==> src/rtl/itoh_inv.sv <==
module itoh_inv #(
  parameter int M = 4,
  parameter logic [M-1:0] POLY = 4'b0011,
  parameter int CASC = 2
) (
  input  logic         clk,
  input  logic         rst_n,
  input  logic         start,
  input  logic [M-1:0] a_in,
  output logic [M-1:0] inv_out,
  output logic         done
);

  localparam int N      = M - 1;
  localparam int TOP    = $clog2(N + 1) - 1;
  localparam int MAXOPS = 2 * $clog2(M + 1) + 2;
  localparam int KW     = $clog2(2 * M + 1) + 1;
  localparam int STW    = $clog2(MAXOPS + 1);
  localparam int SW     = $clog2(CASC + 1);

  function automatic logic [M-1:0] xpow(input int e);
    logic [M-1:0] r;
    r = M'(1);
    for (int i = 0; i < e; i++) r = r[M-1] ? ((r << 1) ^ POLY) : (r << 1);
    return r;
  endfunction

  function automatic int chain_len();
    int len;
    len = 0;
    for (int j = TOP - 1; j >= 0; j--) begin
      len++;
      if (((N >> j) & 1) == 1) len++;
    end
    return len;
  endfunction

  function automatic logic [MAXOPS-1:0] chain_ops();
    logic [MAXOPS-1:0] ops;
    int idx;
    ops = '0;
    idx = 0;
    for (int j = TOP - 1; j >= 0; j--) begin
      idx++;
      if (((N >> j) & 1) == 1) begin
        ops[idx] = 1'b1;
        idx++;
      end
    end
    return ops;
  endfunction

  localparam int LEN = chain_len();
  localparam logic [MAXOPS-1:0] OPS = chain_ops();

  typedef enum logic [1:0] {S_IDLE, S_POW, S_MUL} state_t;
  state_t state;

  logic [M-1:0]   a_reg, mout, pw;
  logic [KW-1:0]  rem, k;
  logic [STW-1:0] step;
  logic           last;

  logic [M-1:0] tcol [M];
  logic [M-1:0] qcol [M];
  for (genvar i = 0; i < M; i++) begin : g_cols
    assign tcol[i] = xpow(2 * i);
    assign qcol[i] = xpow(4 * i);
  end

  logic [M-1:0] sq_out;
  logic [M-1:0] taps [CASC];
  always_comb begin
    sq_out = '0;
    for (int i = 0; i < M; i++) if (pw[i]) sq_out ^= tcol[i];
  end

  always_comb begin
    logic [M-1:0] v, nv;
    v = pw;
    for (int c = 0; c < CASC; c++) begin
      nv = '0;
      for (int i = 0; i < M; i++) if (v[i]) nv ^= qcol[i];
      v = nv;
      taps[c] = v;
    end
  end

  logic [KW-1:0] half, quads, rem_n;
  logic [SW-1:0] q_sel;
  always_comb begin
    half  = rem >> 1;
    quads = (half > KW'(CASC)) ? KW'(CASC) : half;
    if (rem >= KW'(2)) begin
      q_sel = SW'(quads);
      rem_n = rem - (quads << 1);
    end else begin
      q_sel = '0;
      rem_n = rem - KW'(1);
    end
  end

  logic [M-1:0] pow_out;
  assign pow_out = (q_sel == '0) ? sq_out : taps[q_sel - SW'(1)];

  logic         op_cur, op_nxt;
  logic [M-1:0] mul_b, prod;
  logic [KW-1:0] k_new;
  assign op_cur = OPS[step];
  assign op_nxt = (int'(step) + 1 < MAXOPS) ? OPS[step + STW'(1)] : 1'b0;
  assign mul_b  = op_cur ? a_reg : mout;
  assign k_new  = op_cur ? k + KW'(1) : k << 1;

  always_comb begin
    prod = '0;
    for (int i = M - 1; i >= 0; i--) begin
      prod = prod[M-1] ? ((prod << 1) ^ POLY) : (prod << 1);
      if (mul_b[i]) prod ^= pw;
    end
  end

  logic pow_en, mul_en;
  assign pow_en = (state == S_POW);
  assign mul_en = (state == S_MUL);

  always_ff @(posedge clk or negedge rst_n) begin
    if (!rst_n) begin
      state   <= S_IDLE;
      a_reg   <= '0;
      mout    <= '0;
      pw      <= '0;
      rem     <= '0;
      k       <= '0;
      step    <= '0;
      last    <= 1'b0;
      inv_out <= '0;
      done    <= 1'b0;
    end else begin
      done <= 1'b0;
      case (state)
        S_IDLE: if (start) begin
          a_reg <= a_in;
          mout  <= a_in;
          pw    <= a_in;
          rem   <= KW'(1);
          k     <= KW'(1);
          step  <= '0;
          last  <= (LEN == 0);
          state <= S_POW;
        end
        S_POW: begin
          pw  <= pow_out;
          rem <= rem_n;
          if (rem_n == '0) begin
            if (last) begin
              inv_out <= pow_out;
              done    <= 1'b1;
              state   <= S_IDLE;
            end else begin
              state <= S_MUL;
            end
          end
        end
        S_MUL: begin
          mout  <= prod;
          pw    <= prod;
          k     <= k_new;
          step  <= step + STW'(1);
          state <= S_POW;
          if (step == STW'(LEN - 1)) begin
            last <= 1'b1;
            rem  <= KW'(1);
          end else begin
            rem <= op_nxt ? KW'(1) : k_new;
          end
        end
        default: state <= S_IDLE;
      endcase
    end
  end

  p_done_pulse_r2: assert property (@(posedge clk) disable iff (!rst_n)
    done |=> !done);

  p_busy_hold_r3: assert property (@(posedge clk) disable iff (!rst_n)
    (state != S_IDLE) |=> $stable(a_reg));

  p_mout_quiet_r4: assert property (@(posedge clk) disable iff (!rst_n)
    (pow_en || (state == S_IDLE && !start)) |=> $stable(mout));

  p_out_hold_r7: assert property (@(posedge clk) disable iff (!rst_n)
    !done |-> $stable(inv_out));

  p_sel_range_r10: assert property (@(posedge clk) disable iff (!rst_n)
    pow_en |-> (rem != '0) && (q_sel <= SW'(CASC)));

  p_mul_follows_pow_r4: assert property (@(posedge clk) disable iff (!rst_n)
    mul_en |=> pow_en);

endmodule

==> config.mk <==
export PLATFORM = sky130hd
export DESIGN_NAME = itoh_inv
export DESIGN_NICKNAME = d
export VERILOG_FILES = /design/src/rtl/itoh_inv.sv
export SDC_FILE = /design/constraint.sdc
export NUM_CORES = 1
export LEC_CHECK = 0
export ABC_AREA = 1
export BUFFER_PORTS_ARGS = -buffer_cell sky130_fd_sc_hd__buf_4
export CAP_MARGIN = 10
export CORE_ASPECT_RATIO = 1.25
export CORE_MARGIN = 1
export CORE_UTILIZATION = 50
export DETAILED_ROUTE_END_ITERATION = 7
export GPL_ROUTABILITY_DRIVEN = 0
export MAX_ROUTING_LAYER = met4
export PLACE_DENSITY = 0.7
export SLEW_MARGIN = 20
export SYNTH_ARGS = -nofsm -noshare
export SYNTH_HDL_FRONTEND = slang
export SYNTH_SLANG_ARGS = --single-unit
export TNS_END_PERCENT = 1
==> constraint.sdc <==
create_clock -name clk -period 1.8 [get_ports clk]
set_input_delay 0.27 -clock clk [delete_from_list [all_inputs] [get_ports clk]]
set_output_delay 0.27 -clock clk [all_outputs]
set_load 0.05 [all_outputs]
Word-level counts from Yosys, hierarchy flattened
Memory sizes are Yosys's and may differ from the RTL's. Cells that the tools add are included.

$add $sub $neg: 6. Reductions and logical operators: 11. Multiplexer cells: 50. Order comparisons: 6. Equality and inequality tests: 6. Bitwise logic cells: 16.

Operators by type and width (number): $mux W4 (15); $mux W5 (5); $mux W2 (10); $not A2 Y2 (8); $pmux W4 S2 (2); $pmux W5 S3 (1); $pmux W4 S3 (1); $xor A4 B4 Y4 (3); $mux W1 (10); $pmux W5 S2 (1); $mux W3 (3); $lt A4 B4 Y1 const B (2); $not A4 Y4 (2); $reduce_and A2 Y1 (4); $pmux W2 S3 (1); $reduce_and A3 Y1 (2); $add A4 B1 Y5 const B (1); $add A5 B1 Y5 const B (1); $ge A5 B2 Y1 const B (1); $logic_not A5 Y1 (1); $lt A5 B4 Y1 const B (1); $sub A5 B1 Y5 const B (1); $sub A5 B5 Y5 (1); $add A4 B1 Y4 const B (1); other kinds (15) (17).

Logic and storage cells: 107. Register bits: 34. Input port bits: 7. Memories kept: 2. ROM bits: 16.

Memories: (no name shown) (words 8, bits a word 1, read ports 1, clocked after memory_dff 0, wr ports 0, line 110) `assign op_nxt = (int'(step) + 1 < MAXOPS) ? OPS[step + STW'(1)] : 1'b0;`; (no name shown) (words 8, bits a word 1, read ports 1, clocked after memory_dff 0, wr ports 0, line 109) `assign op_cur = OPS[step];`.

Depth between registers and ports, before layout
Gate-level depths: netlist of the first run.

Depth in word-level cells: 19. Mapped depth: 18. Gate-level depth less buffers: 17.

Worst setup path before layout of the first run
No wires, ideal clock.

Path kind: reg2reg. Start point: reg step[1]. End point: reg pw[1]. Buffers on the path: 1. Slack: 32 ps. Data arrival time: 1652 ps. Cell stages (with the launch flop): 17. Cells stage by stage: dfrtp_1 > inv_1 > ha_1 > nand2_2 > buf_6 > o21ai_4 > inv_2 > nand2_2 > nand3_1 > nand2_1 > inv_2 > nand2_1 > nand3_1 > nand3_1 > nand2_1 > nand2_1 > nand2_1.

Longest elaborated chain between the ends: 14.

RTL lines: start, declared (line 61) `logic [STW-1:0] step;`; start signal, assigned (line 168) `step <= step + STW'(1);`; $mem_v2 Z8 W1 *; $mux W1 (not written as such) * (line 109); $mux W4 * (line 111) `assign mul_b = op_cur ? a_reg : mout;`; $mux W4 (line 118) `if (mul_b[i]) prod ^= pw;`; $xor A4 B4 Y4 (line 118); $mux W4 (line 118); $mux W2 (line 117) `prod = prod[M-1] ? ((prod << 1) ^ POLY) : (prod << 1);`; $xor A4 B4 Y4 (line 118); $mux W4 (line 118); $not A2 Y2 (no source line); $mux W2 (line 117); $xor A4 B4 Y4 (line 118); $mux W4 * (line 118); $pmux W4 S3 * (line 140) `case (state)`; end signal, assigned (line 144) `pw <= a_in;`; end signal, assigned (line 152) `pw <= pow_out;`; end signal, assigned (line 166) `pw <= prod;`; end, declared (line 59) `logic [M-1:0] a_reg, mout, pw;`.

Every way passes the cells marked *; elsewhere a longest branch is shown, timed or not. The select of a mux whose other input is x is not followed. A chain may end at the register's enable or synchronous reset.

Worst setup path in the final report of the first run
Ends and elaborated chain as after synthesis.

==> impl_metrics.yaml, run 1 <==
worst_setup_path:
  slowest_stage: "dfrtp_1"
  crit_family: "simple AND/OR/NAND/NOR gates"
  crit_fanout: 4
  worstSetupPathType: "reg -> reg"
  critical_path_required_ns: 1.98
  r2r-start: "step[1]$_DFFE_PN0P_"
  crit_buf_inv: 4
  max_stage_delay_ns: 0.39
  crit_path_cell_trace: "inv_2 > ha_4 > nand2_4 > buf_12 > o21ai_4 > inv_2 > nand2_2 > nand3_1 > nand2_2 > inv_2 > nand2_1 > nand3b_1 > nand3_2 > nand2_1 > nand2_1 > nand2_1"
  end_kind: "flop"
  setup.worst_path.start_class: "flop"
  crit_top_cell: "nand2_1"
  cp.arrival_ns: 2.00
  crit_start: "step[1]$_DFFE_PN0P_"
global_route:
  grt_max_degree: 35
  grt_antenna_before_repair: 0
  grt_pass1_vias: 2127
  grt_pass1_wl_um: 9570
  gr-total-overflow: 0
  grt_util_all_layers_pct: 25.4
clock_tree:
  cts_tree: "yes"
  insertion_delay_ns: 0.29
  cts_max_path_buffers: 2
  h-tree-depth: 2
  clock-sinks: 34
  clk_pin_slew_ns: 0.07
  cts_inserted_buffers: 5
  cts-root-buf: "clkbuf_8"
logic_synthesis:
  yosysSeqAreaShare_pct: 35.7
  netlist_area_mm2: 0.00238
  synth_most_common_cell: "nand2_1"
  yosysTopAreaCellShare_pct: 35.7
  syn_inst: 331
  syn_avg_cell_area_um2: 7.20
  syn-num-nets: 349
  synth_ff_type: "dfrtp_1"
  synthTopCellsByCount: "nand2_1 (91), inv_1 (39), dfrtp_1 (34)"
  synth.distinct_cells: 37
  synth_area_leaders: "dfrtp_1 (36%), nand2_1 (14%), inv_1 (6.1%)"
  yosysTopAreaCell: "dfrtp_1"
  synth-edff-count: 0
  ys_warn_count: 0
  synth-seq-cells: 34
  async_flop_share_pct: 100
cells_and_area:
  final_layout_size_suffix_gt1_share_pct: 24.5
  largest_registers: "k (5), rem (5)"
  area_delta_synth_final_pct: 21.0
  n_antenna_cell: 0
  finalNetCount: 389
pwr:
  powerDensity_mw_per_mm2: 2080
  p_leak_nw: 1.47
  finalPower_mw: 5.99
  ir_worst_vdd_v: 0.000823
place:
  dp_slack_ns: -0.144
  dp_hpwl_um: 4270
  io_buffer_count: 11
sta:
  maxSlewViolCount: 0
  fmax_mhz: 550
  fin_crit_ns: 1.82
  timing.final.crit_share_pct: 101
  rsz0062_at_grt: "yes"
  skew_ns: 0.00536
  timing.final.ws_setup_ns: -0.0179
  hold_viol_final: 0
  setup_viol: 2
route:
  drt_iter0_drc: 104
  routedWlPerCell_um: 12.8
  drt_first_pass_iters: 4
  drc: 0
  routed_via_density: 5.13
  drt-total-wl_um: 5500
  num_vias: 2204
  ant_nets: 0
hold_path:
  hold_path_class: "in -> reg"
  hold_start: "a_in[1]"
floorplan:
  fp.dieArea_mm2: 0.00505
  fp-row-count: 27
  die_y_um: 79.2
  start_util_pct: 53.0
  die_w_um: 63.8
  core_mm2: 0.00449
  io_pins: 12
run_status:
  violations: "setup timing"
  status: "finished, violations left"
flow_run:
  max_cap_violations: 0
per-layer routing:
metal  GRT usage [%]  up-vias  wire length (um)
li1                -     1138                 -
met1            30.0     1020              2470
met4            9.09        0                91
met3            3.59        7               159
met5               -        -                 0
met2            43.8       39              2780
area by class of cell:
cell class	instances	area [um^2]
clock buffers	6	82.6
well taps	58	72.6
fillers	423	1610
multi-input cells	242	1380
flip-flops and latches	34	851
inverters	50	188
clock inverters	2	12.5
repair buffers	38	300
timing repair:
action,4_1_cts,5_1_grt
resized for setup,13,7
setup endpoints to repair,12,18
pin swaps,5,4
buffers inserted,1,1
endpoints found under the hold margin,34,0
hold buffers,1,0
kinds of logic (layout without fill, tap and decap cells):
family                   Yosys count  count (layout)  share of synthesized area (%)
AO/OA/AOI/OAI                     60              60                           15.0
adder cells (fa/ha/maj)           11              11                           5.77
XOR/XNOR                          11              11                           4.04
other                              1               1                          0.157
AND/OR/NAND/NOR                  159             159                           30.2
buffers and inverters             55              96                           9.08
flip-flops                        34              34                           35.7
worst min-delay path: stages:
cell and delay [ns]:
buf_4 0.11, inv_1 0.07, o21ai_0 0.09
layout by cell type (no fill, tap or decap), drive strengths merged, types with 3 or more instances in the layout:
master and n:
nand2 98, inv 49, buf 37, dfrtp 34, nor2 32, o21ai 28, nand3 21, a21oi 16
ha 11, o22ai 7, xor2 6, clkbuf 6, xnor2 5, a22oi 4, nand3b 3
path summary, 6_finish.rpt:
kind                                               end  slack, ns  cells past startpoint
worst min register to register  inv_out[2]$_DFFE_PN0P_       0.48                      2
min in group asynchronous       inv_out[0]$_DFFE_PN0P_       0.47                      2
max in group asynchronous          mout[3]$_DFFE_PN0P_       1.01                      2
worst min-delay path              a_reg[1]$_DFFE_PN0P_       0.30                      3
worst max-delay path                 pw[1]$_DFFE_PN0P_      -0.02                     16
worst max register to register       pw[1]$_DFFE_PN0P_      -0.02                     16
power by group:
part           internal, mW  switching (mW)  leakage, nW
registers              1.02           0.238        0.436
logic                  1.64            2.49        0.991
clock network         0.307           0.288       0.0472
total                  2.98            3.01         1.47
through the flow:
stage	std cells	instance area (um^2)	setup TNS (ns)	hold WS, ns	util [%]
finish	430	2880	-0.0355	0.296	64.2
global route	430	2880	-1.88	0.296	64.2
CTS	429	2860	-0.144	0.287	63.6
detailed placement	419	2700	-0.750	0.248	60.2
global placement	419	2700	-0.379	0.251	60.2
floorplan	331	2380	0	-0.0256	-
Power figures use the tool's default switching activity.
==> inputs of run 2 (changes only) <==
--- a/config.mk
+++ b/config.mk
@@ -13,7 +13,6 @@
 export CORE_UTILIZATION = 50
 export DETAILED_ROUTE_END_ITERATION = 7
 export GPL_ROUTABILITY_DRIVEN = 0
-export MAX_ROUTING_LAYER = met4
 export PLACE_DENSITY = 0.7
 export SLEW_MARGIN = 20
 export SYNTH_ARGS = -nofsm -noshare
==> run 2 against run 1 <==
Compared with the run above: clock skew up 0.00071 ns; combinational power about the same; the run still ends with setup timing left; routed wire length down 0.24%; via count about the same; cell count unchanged; setup slack about the same; largest power group unchanged; critical endpoint unchanged; sequential share of layout area unchanged.
==> impl_metrics.yaml, run 2 (synthesis results as in run 1) <==
worst_setup_path:
  crit_fanout: 4
  max_stage_delay_ns: 0.39
  end_kind: "flop"
  worstSetupPathType: "reg -> reg"
  crit_buf_inv: 4
  cp.arrival_ns: 2.00
  setup.worst_path.start_class: "flop"
  path_depth: 16
  crit_top_cell: "nand2_1"
  crit_path_cell_trace: "inv_2 > ha_4 > nand2_4 > buf_12 > o21ai_4 > inv_2 > nand2_2 > nand3_1 > nand2_2 > inv_2 > nand2_1 > nand3b_1 > nand3_2 > nand2_1 > nand2_1 > nand2_1"
  critical_path_required_ns: 1.98
  slowest_stage: "dfrtp_1"
  r2r_end: "pw[1]$_DFFE_PN0P_"
  r2r-start: "step[1]$_DFFE_PN0P_"
  ff2ff_setup_slack_ns: -0.02
  r2r_cells: 16
  crit_family: "simple AND/OR/NAND/NOR gates"
cells_and_area:
  fin_area_mm2: 0.00288
  finalNetCount: 389
  layout_commonest_cell: "nand2_1"
  final_layout_size_suffix_gt1_share_pct: 24.5
  area_delta_synth_final_pct: 21.0
  final_cell_mix: "nand2_1 (84), inv_1 (36), buf_4 (36)"
  final_cells: 430
  post-route-util_pct: 64.2
  n_antenna_cell: 0
  largest_registers: "k (5), rem (5)"
route:
  drt-total-wl_um: 5490
  num_vias: 2206
  drt_iter0_drc: 104
  routed_via_density: 5.13
  routedWlPerCell_um: 12.8
  drc: 0
  ant_nets: 0
  drt_first_pass_iters: 4
pwr:
  powerDensity_mw_per_mm2: 2080
  p_leak_nw: 1.47
  ir_worst_vdd_v: 0.000822
  finalPower_mw: 5.99
hold_path:
  hold_start: "a_in[1]"
  min_to: "a_reg[1]$_DFFE_PN0P_"
  hold_path_class: "in -> reg"
  holdPathStages: 3
sta:
  timing.final.crit_share_pct: 101
  maxSlewViolCount: 0
  skew_ns: 0.00607
  worst_hold_slack_ns: 0.296
  hold_viol_final: 0
  rsz0062_at_grt: "yes"
  fin_crit_ns: 1.82
  setup_viol: 2
  fmax_mhz: 550
  timing.final.ws_setup_ns: -0.0178
clock_tree:
  clk_pin_slew_ns: 0.07
  cts_tree: "yes"
  h-tree-depth: 2
  cts_max_path_buffers: 2
  cts-root-buf: "clkbuf_8"
  clock-sinks: 34
  insertion_delay_ns: 0.29
  cts_inserted_buffers: 5
floorplan:
  start_util_pct: 53.0
  die_y_um: 79.2
  io_pins: 12
  fp-row-count: 27
  fp.dieArea_mm2: 0.00505
  core_mm2: 0.00449
  die_w_um: 63.8
global_route:
  grt_pass1_wl_um: 9570
  grt_max_degree: 35
  grt_util_all_layers_pct: 24.7
  gr-total-overflow: 0
  grt_antenna_before_repair: 0
  grt_pass1_vias: 2127
place:
  io_buffer_count: 11
  dp.cells: 419
  placed_area_mm2: 0.00270
  dp_hpwl_um: 4270
run_status:
  status: "finished, violations left"
  violations: "setup timing"
flow_run:
  max_cap_violations: 0
run 2: cell counts in the layout (fill, tap and decap cells not counted):
Identical to the previous run, type by type.
run 2: layer usage:
metal / wire (um) / vias to the layer above / track usage, %
met1: 2470 / 1019 / 30.0
met2: 2770 / 41 / 43.8
met5: 0 / - / 0
met3: 156 / 7 / 3.59
met4: 91 / 0 / 9.09
li1: - / 1139 / -
run 2: worst max path at each step:
stage / from / end / slack, ns
6_report: step[1]$_DFFE_PN0P_ / pw[1]$_DFFE_PN0P_ / -0.02
5_1_grt: step[1]$_DFFE_PN0P_ / pw[3]$_DFFE_PN0P_ / -0.19
4_1_cts: rem[1]$_DFFE_PN0P_ / inv_out[0]$_DFFE_PN0P_ / -0.03
3_5_place_dp: step[1]$_DFFE_PN0P_ / pw[1]$_DFFE_PN0P_ / -0.14
3_3_place_gp: step[1]$_DFFE_PN0P_ / pw[1]$_DFFE_PN0P_ / -0.10
2_1_floorplan: step[1]$_DFFE_PN0P_ / pw[1]$_DFFE_PN0P_ / 0.03
run 2: area by class of cell:
class	instances	area (um^2)
clock inverter	2	12.5
fill	423	1610
inverter	50	188
multi-input combinational	242	1380
sequential	34	851
clock buffer	6	82.6
timing repair buffer	38	300
tap	58	72.6
run 2: repair_timing:
action,4_1_cts,5_1_grt
setup buffers,1,1
endpoints found under the setup margin,12,18
gates resized for setup,13,7
pin swaps,5,4
endpoints found under the hold margin,34,0
hold buffers,1,0
run 2: where the power goes:
group,internal (mW),leakage (nW),switching (mW)
registers,1.02,0.436,0.238
logic,1.64,0.991,2.49
clock network,0.307,0.0472,0.289
total,2.98,1.47,3.01
run 2: per-stage QoR:
step / worst slack [ns] / setup TNS [ns]
global placement: -0.101 / -0.379
detailed placement: -0.144 / -0.750
CTS: -0.0298 / -0.144
floorplan: 0.0316 / 0
global route: -0.189 / -1.88
finish: -0.0178 / -0.0351
run 2: worst reg2reg max path, delay by kind of cell (launching register included):
kind            cells  cell delay, ns
simple gates       10            0.71
flops               1            0.39
buf+inv             4            0.31
compound gates      1            0.16
fa+ha+maj           1            0.14
